**src/rtl/evq_pkg.sv**
```systemverilog
package evq_pkg;
  localparam int ID_W     = 11;
  localparam int CODE_W   = 8;
  localparam int CH_W     = 2;
  localparam int CFG_W    = 32;
  localparam int ADDR_W   = 2;
  localparam int MASK_LSB = 16;
  localparam int EN_BIT   = 31;
  localparam logic [CODE_W-1:0] CH_CODE_LO = 8'h47;
  localparam logic [CODE_W-1:0] CH_CODE_HI = 8'h59;

  localparam logic [ADDR_W-1:0] A_SRC = 2'd0;
  localparam logic [ADDR_W-1:0] A_TGT = 2'd1;
  localparam logic [ADDR_W-1:0] A_CH  = 2'd2;

  typedef struct packed {
    logic            en;
    logic [ID_W-1:0] cmd;
    logic [ID_W-1:0] msk;
  } idf_t;

  typedef enum logic [CH_W-1:0] {
    SEL_BOTH  = 2'b00,
    SEL_EXT   = 2'b01,
    SEL_NORM  = 2'b10,
    SEL_EXT_B = 2'b11
  } chsel_e;
endpackage

```
**src/rtl/evq_cfg_regs.sv**
```systemverilog
module evq_cfg_regs
  import evq_pkg::*;
(
  input  logic              clk,
  input  logic              rst,
  input  logic              we,
  input  logic [ADDR_W-1:0] addr,
  input  logic [CFG_W-1:0]  wdata,
  output idf_t              src_f,
  output idf_t              tgt_f,
  output chsel_e            sel
);
  function automatic idf_t unpack_idf(input logic [CFG_W-1:0] w);
    idf_t f;
    f.en  = w[EN_BIT];
    f.cmd = w[ID_W-1:0];
    f.msk = w[MASK_LSB +: ID_W];
    return f;
  endfunction

  always_ff @(posedge clk) begin
    if (rst) begin
      src_f <= '0;
      tgt_f <= '0;
      sel   <= SEL_BOTH;
    end else if (we) begin
      case (addr)
        A_SRC:   src_f <= unpack_idf(wdata);
        A_TGT:   tgt_f <= unpack_idf(wdata);
        A_CH:    sel   <= chsel_e'(wdata[CH_W-1:0]);
        default: ;
      endcase
    end
  end
endmodule

```
**src/rtl/evq_id_match.sv**
```systemverilog
module evq_id_match #(
  parameter int W = 11
) (
  input  logic         en,
  input  logic [W-1:0] id,
  input  logic [W-1:0] cmd,
  input  logic [W-1:0] msk,
  output logic         hit
);
  logic [W-1:0] diff;
  always_comb begin
    diff = (id ^ cmd) & ~msk;
    hit  = !en || (diff == '0);
  end
endmodule

```
**src/rtl/evq_chan_match.sv**
```systemverilog
module evq_chan_match
  import evq_pkg::*;
(
  input  chsel_e            sel,
  input  logic [CODE_W-1:0] code,
  input  logic [CH_W-1:0]   ch,
  output logic              pass
);
  logic in_band;
  always_comb begin
    in_band = (code >= CH_CODE_LO) && (code <= CH_CODE_HI);
    if (!in_band) begin
      pass = 1'b1;
    end else begin
      case (sel)
        SEL_BOTH:            pass = 1'b1;
        SEL_EXT, SEL_EXT_B:  pass = ch[0];
        SEL_NORM:            pass = ch[1];
        default:             pass = 1'b1;
      endcase
    end
  end
endmodule

```
**src/rtl/event_qualifier.sv**
```systemverilog
module event_qualifier
  import evq_pkg::*;
#(
  parameter int N_IDF = 2
) (
  input  logic              clk,
  input  logic              rst,
  input  logic              cfg_we,
  input  logic [ADDR_W-1:0] cfg_addr,
  input  logic [CFG_W-1:0]  cfg_wdata,
  input  logic              ev_valid,
  input  logic [ID_W-1:0]   ev_src,
  input  logic [ID_W-1:0]   ev_tgt,
  input  logic [CH_W-1:0]   ev_ch,
  input  logic [CODE_W-1:0] ev_code,
  output logic              qual_pulse
);
  idf_t   src_f, tgt_f;
  chsel_e sel;

  evq_cfg_regs u_cfg (
    .clk(clk), .rst(rst), .we(cfg_we), .addr(cfg_addr), .wdata(cfg_wdata),
    .src_f(src_f), .tgt_f(tgt_f), .sel(sel)
  );

  idf_t            filt [N_IDF];
  logic [ID_W-1:0] ids  [N_IDF];
  logic [N_IDF-1:0] hits;

  assign filt[0] = src_f;
  assign filt[1] = tgt_f;
  assign ids[0]  = ev_src;
  assign ids[1]  = ev_tgt;

  for (genvar i = 0; i < N_IDF; i++) begin : g_idf
    evq_id_match #(.W(ID_W)) u_m (
      .en(filt[i].en), .id(ids[i]), .cmd(filt[i].cmd), .msk(filt[i].msk),
      .hit(hits[i])
    );
  end

  logic ch_pass;
  evq_chan_match u_ch (.sel(sel), .code(ev_code), .ch(ev_ch), .pass(ch_pass));

  always_ff @(posedge clk) begin
    if (rst) qual_pulse <= 1'b0;
    else     qual_pulse <= ev_valid && (&hits) && ch_pass;
  end
endmodule

```
**config.mk**
```make
export PLATFORM = sky130hd
export DESIGN_NAME = event_qualifier
export DESIGN_NICKNAME = d
export VERILOG_FILES = /design/src/rtl/evq_pkg.sv /design/src/rtl/evq_cfg_regs.sv /design/src/rtl/evq_id_match.sv /design/src/rtl/evq_chan_match.sv /design/src/rtl/event_qualifier.sv
export SDC_FILE = /design/constraint.sdc
export NUM_CORES = 1
export LEC_CHECK = 0
export BUFFER_PORTS_ARGS = -buffer_cell sky130_fd_sc_hd__buf_2
export CORE_MARGIN = 3
export CORE_UTILIZATION = 30
export DETAILED_ROUTE_END_ITERATION = 8
export SLEW_MARGIN = 10
export SYNTH_ARGS = -nofsm -noshare
export SYNTH_HDL_FRONTEND = slang
export SYNTH_SLANG_ARGS = --single-unit
```
**constraint.sdc**
```tcl
create_clock -name clk -period 2.21 [get_ports clk]
set_input_delay 0.663 -clock clk [delete_from_list [all_inputs] [get_ports clk]]
set_output_delay 0.663 -clock clk [all_outputs]
set_load 0.005 [all_outputs]
```
# == Word-level counts from Yosys, hierarchy flattened ==
# Cells that the tools add are included.
# word_totals
ff_bits,49
latchBits,0
input_bits,70
out_inout_bits,1
mem_bits_rw,0
n_memories,0
wordCells,39
rom_bits,0
# op_classes
n_eq_ne,5
multipliers,0
n_reduce_logical,16
n_shift,0
muxes,2
magnitude_cmp,2
bitwise,6
div_mod_pow,0
n_addsub,0
# ops
cell,n
AND 11 bit,2
zero test 11 bit,2
NOT 11 bit,2
bitwise XOR 11 bit,2
"greater-or-equal comparator 8 x 7 -> 1 bit, second input constant",1
"less-or-equal comparator 8 x 7 -> 1 bit, second input constant",1
AND reduction 2 bit,4
"equality test 2 bit, second input constant",3
"equality test 2 x 1 -> 1 bit, second input constant",2
zero test 2 bit,2
logical AND 1 bit,3
one-hot mux 1 bit (3 select lines),1
zero test 1 bit,2
logical OR 1 bit,2
OR reduction 2 bit,1
two-way mux 1 bit,1

# == Longest topological paths before layout ==
# logic_depth
depth_word,7
depth_mapped,5
mapped_depth_nobuf,5

# == Hierarchy ==
# From an unflattened synthesis, not the netlist that was laid out.
# unflattened
hier_cells,232
hier_area_um2,2399.8
# modules_own_cells
mod,cells_each,area_each_um2,seq_area_each_um2,n_inst
evq_cfg_regs,185,2011.9,960.9,1
evq_id_match,19,151.4,0.0,2
evq_chan_match,6,47.5,0.0,1
event_qualifier,3,37.5,20.0,1

# == Worst setup path before layout ==
# No wires, ideal clock.
# synth_timing
path_type,input -> register
from,in cfg_addr[1]
to,reg u_cfg.src_f[2] (netlist name)
t_required_ns,2.078
stages,5
path_slack_ns,0.660
n_path_buf,2
setup_ns,0.132
t_arrival_ns,1.418
cell_sequence,or3b_1 clkbuf_1 buf_6 nand2_1 a21oi_1
# synth_between
elab_chain_cells,2
# synth_lines
item,line_no,rtl
from (decl),event_qualifier.sv:9,"input logic [ADDR_W-1:0] cfg_addr,"
zero test 2 bit,evq_cfg_regs.sv:27,case (addr)
AND reduction 2 bit (no line),--,
# No other way between the ends.
# A chain may end at the register's enable or synchronous reset.

# == Worst setup path in the final report ==
# layout_timing
from,in ev_src[2]
to,reg qual_pulse
# layout_between
elab_chain_cells,7
# layout_lines
item,line_no,rtl
from (decl),event_qualifier.sv:12,"input logic [ID_W-1:0] ev_src,"
bitwise XOR 11 bit,evq_id_match.sv:12,diff = (id ^ cmd) & ~msk;
AND 11 bit,evq_id_match.sv:12,
zero test 11 bit,evq_id_match.sv:13,hit = !en || (diff == '0);
logical OR 1 bit,evq_id_match.sv:13,
AND reduction 2 bit,event_qualifier.sv:47,else qual_pulse <= ev_valid && (&hits) && ch_pass;
logical AND 1 bit (2 in a row),event_qualifier.sv:47,
to (signal assigned),event_qualifier.sv:47,
to (decl),event_qualifier.sv:16,output logic qual_pulse
# No other way between the ends.

==> results.md <==
Run status:
- The run finished with clean final reports.

Critical path:
- On the worst path, the slowest cell contributes a delay of roughly 0.4 ns.
- The worst register-to-register path ends at qual_pulse.
- In this run the critical register-to-register path is launched from u_cfg.src_f[19].
- The worst setup path is captured at a flip-flop.
- The setup path with the least slack is of type in -> reg.
- For flop-to-flop paths, the worst setup slack is 0.78 ns.
- Traced cell by cell, the critical path runs through buf_2 -> xnor2_1 -> o22ai_1 -> o41ai_2 -> o2111ai_1 -> a21oi_2.
- The required time reported for the critical path endpoint is 2.45 ns.
- The number of cells on the worst reg-to-reg path is 5.
- The slowest cell on the critical path is o41ai_2.
- The maximum fanout along the worst path is 1.
- Together, buffers and inverters on the worst path number 1.
- The arrival time reported for the critical path endpoint is 1.79 ns.
- The worst setup path is launched from an input pin.
- The kind of cell adding the most delay to the critical path is compound AO/OA/AOI/OAI gates.

Timing:
- The max-slew violation count is 0.
- The post-route setup TNS is 0 ns.
- The transition time of the tightest slew-check pin is 0.5186 ns.
- The number of failing setup endpoints in the final timing report is 0.
- The number of hold violations in the final report is 0.
- The worst hold slack after final layout is 0.4452 ns.
- Timing would allow up to roughly 650 MHz.
- The part of the cycle the worst path needs is 70.09%.
- Headroom to the max-slew limit came out at 65.43%.
- The routed design could run at a clock period as short as 1.549 ns.
- The setup clock skew after layout is 0.003659 ns.
- Setup repair after global routing left no endpoint under its margin.

Global routing:
- The first global-routing pass estimated 8.542 mm of wire.
- The number of global-route vias before repair is 1743.
- The largest net degree at the start of global routing is 49.
- The overall fraction of global-route tracks in use is 14.18%.
- The remaining global-route overflow is 0.
- The number of antenna violations at the first check in global routing came to 0.

Die:
- The area of the placeable core is 6531 µm².
- Once the floorplan was initialized, standard cells occupied 31.67% of the core.
- The horizontal die dimension is 89.03 µm.
- The die covers 7926 µm².
- The initialized floorplan defines 29 standard-cell rows.
- The height of the die is between 80 and 90 µm.
- The count of pins on the block boundary is 71.

Routing:
- Detailed routing placed a total of 234 µm of wire on met3.
- The total DRC errors in the routed layout is 0.
- For this block, the routed nets add up to 5.319 mm of wire.
- The number of antenna-violating nets in the routed design is 0.
- The wire length per cell is 13.57 µm.
- The highest metal layer with signal wires is met4.
- Before antenna repair, the detailed router went through 4 iterations.
- The length of routed wiring on met1 is 2.408 mm.
- The routed layout has 1837 vias.
- The via-per-instance ratio is 4.686.
- The met2 wirelength from detailed routing is between 2 and 3 mm.
- The count of routing violations after the opening detailed-route iteration is around 120.

Yosys:
- Counting flops with an async set or reset pin after synthesis yields a share of 0%.
- The post-synthesis net count is approximately 330.
- Of the post-synthesis cell area, the dominant cell type holds 47.43%.
- The post-synthesis register bit count is 49.
- In the synthesized netlist, the number of instances is 257.
- nand2_1 is the most common cell in the netlist.
- The commonest cells after synthesis are nand2_1, dfxtp_1, a21oi_1.
- In this run the cell area of the synthesized design comes to 2068 µm².
- The number of different library cells used by synthesis comes to 24.
- The mean post-synth cell area is 8.048 µm².
- The number of flops mapped to enable cells by yosys is 0.
- The share of synthesized area occupied by flip-flops and latches is between 40% and 50%.
- In the post-synthesis netlist, the biggest area contributors are dfxtp_1, nand2_1, a21oi_1.
- During synthesis, Yosys emitted a total of 0 warnings.
- The commonest register cell after synthesis is dfxtp_1.
- The biggest area contributor in the post-synthesis netlist is dfxtp_1.

Cells and area:
- The final cell count without fillers is 392.
- The net count of the finished layout is around 390.
- From synthesis to final layout, the design area changed by 21.72%.
- The number of antenna cells inserted is 0.
- The share of post-route cells with drive strength above 1 is 23.81%.

Clock tree:
- In this run, CTS created clock tree buffers numbering 5.
- TritonCTS built the clock tree.
- The CTS sink count is 49.
- Buffers added to address setup during post-CTS repair amount to 0.
- The maximum clock path buffer count is 2.
- The H-tree level count is 2.
- In this run the clock root is driven by a clkbuf_8.
- The later pin in the worst-skew pair is clocked with a latency of 0.30 ns.
- The quantity of hold-fixing buffers added after cts is 0.
- The post-cts repair resize count is 0.
- After clock tree synthesis, the clock-pin slew on the worst setup and hold paths is ~0.080 ns.

Min path:
- The cell count of the worst hold path is 1.
- The source of the worst hold timing path is u_cfg.tgt_f[22].
- The path class of the tightest hold or removal check is reg -> reg.
- The worst hold path terminates at qual_pulse.

Pwr:
- The part of the total power dissipated in sequential elements is a little under three fifths.
- Summing internal, switching and leakage power gives between 1.5 and 2 mW.
- The peak supply drop is approximately 220 µV.
- Of the total power, the share spent switching nets is between 20 and 25%.
- The switching power is 0.4015 mW.
- Combinational logic is responsible for around an eighth of the overall power.
- The total power per unit cell area is 659.8 nW/µm².
- The share of total power dissipated in the clock network is 31.7%.
- The cell internal power dissipation is 1.259 mW.
- For this design the static power due to leakage is 0.9378 nW.

Placed design:
- The routability congestion estimate from global placement is 0.8522.
- Detailed placement finished with a half-perimeter wire length of roughly 4.0 mm.
- The count of buffers added on input and output ports is 61.
- The count of placed standard cells including taps is 385.

Job:
- The reported max-cap violation count is 0.
[final cells by class]
type / count / area, µm²
timing repair buffer: 66 / 342.8
sequential: 49 / 980.9
clock buffer: 7 / 86.33
fill: 726 / 4014
tap: 77 / 96.34
multi-input combinational: 193 / 1011
[cells in the final DEF (no fill, tap or decap), types with 2 or more instances in the layout]
cell	count
nor2_1	4
buf_2	61
xnor2_1	22
o2111ai_1	2
o22ai_1	9
buf_4	5
nand2_1	92
a21oi_1	46
dfxtp_1	49
clkbuf_8	6
o211ai_1	2
nor2b_1	2
mux2i_1	2
nand3b_1	2
[worst reg2reg max path, cell delays in order, from the launching register on]
cell	delay, ns
dfxtp_1	0.36
xnor2_1	0.12
o22ai_1	0.12
o41ai_2	0.42
o2111ai_1	0.22
a21oi_2	0.13
[state kept, by name (all words and copies together) (netlist names)]
| signal | flops |
|---|---|
| qual_pulse | 1 |
| u_cfg.sel | 2 |
| u_cfg.tgt_f | 23 |
| u_cfg.src_f | 23 |
[metal layers]
metal / global-route usage [%] / up-vias
li1: - / 968
met1: 18.08 / 823
met2: 22.67 / 34
met3: 3.410 / 12
met4: 6.495 / 0
met5: 0 / -
[worst max-delay path by stage]
stage / from / to / slack (ns) / cells after the start
after CTS: ev_src[2] / qual_pulse / 0.60 / 6
final: ev_src[2] / qual_pulse / 0.66 / 6
after floorplan: cfg_addr[1] / u_cfg.src_f[2] / 0.66 / 5
after detailed placement: ev_src[2] / qual_pulse / 0.29 / 6
after global routing: ev_src[2] / qual_pulse / 0.58 / 6
after global placement: ev_src[2] / qual_pulse / 0.31 / 6
[power groups by stage]
| stage | combinational (mW) | clock (mW) | sequential, mW |
|---|---|---|---|
| final | 0.206 | 0.526 | 0.929 |
| after global routing | 0.231 | 0.584 | 0.933 |
| after CTS | 0.208 | 0.547 | 0.929 |
| after detailed placement | 0.207 | 0 | 0.950 |
| after global placement | 0.206 | 0 | 0.949 |
| after floorplan | 0.113 | 0 | 0.946 |
[per-stage QoR]
stage	instance area, µm²	setup slack, ns	utilization (%)
6_report	2517	0.6610	38.54
5_1_grt	2517	0.5825	38.54
4_1_cts	2517	0.5953	38.54
3_5_place_dp	2431	0.2880	37.22
3_3_place_gp	2431	0.3083	37.22
2_1_floorplan	2068	0.6600	-
[cells by family after synthesis]
family	Yosys count	share of synthesized area, %
AND/OR/NAND/NOR	105	20.87
AO/OA/AOI/OAI	64	17.73
flip-flops	49	47.43
XOR/XNOR	22	9.316
buffers and inverters	15	3.690
multiplexers	2	0.9680
(Power assumes the default switching activity.)
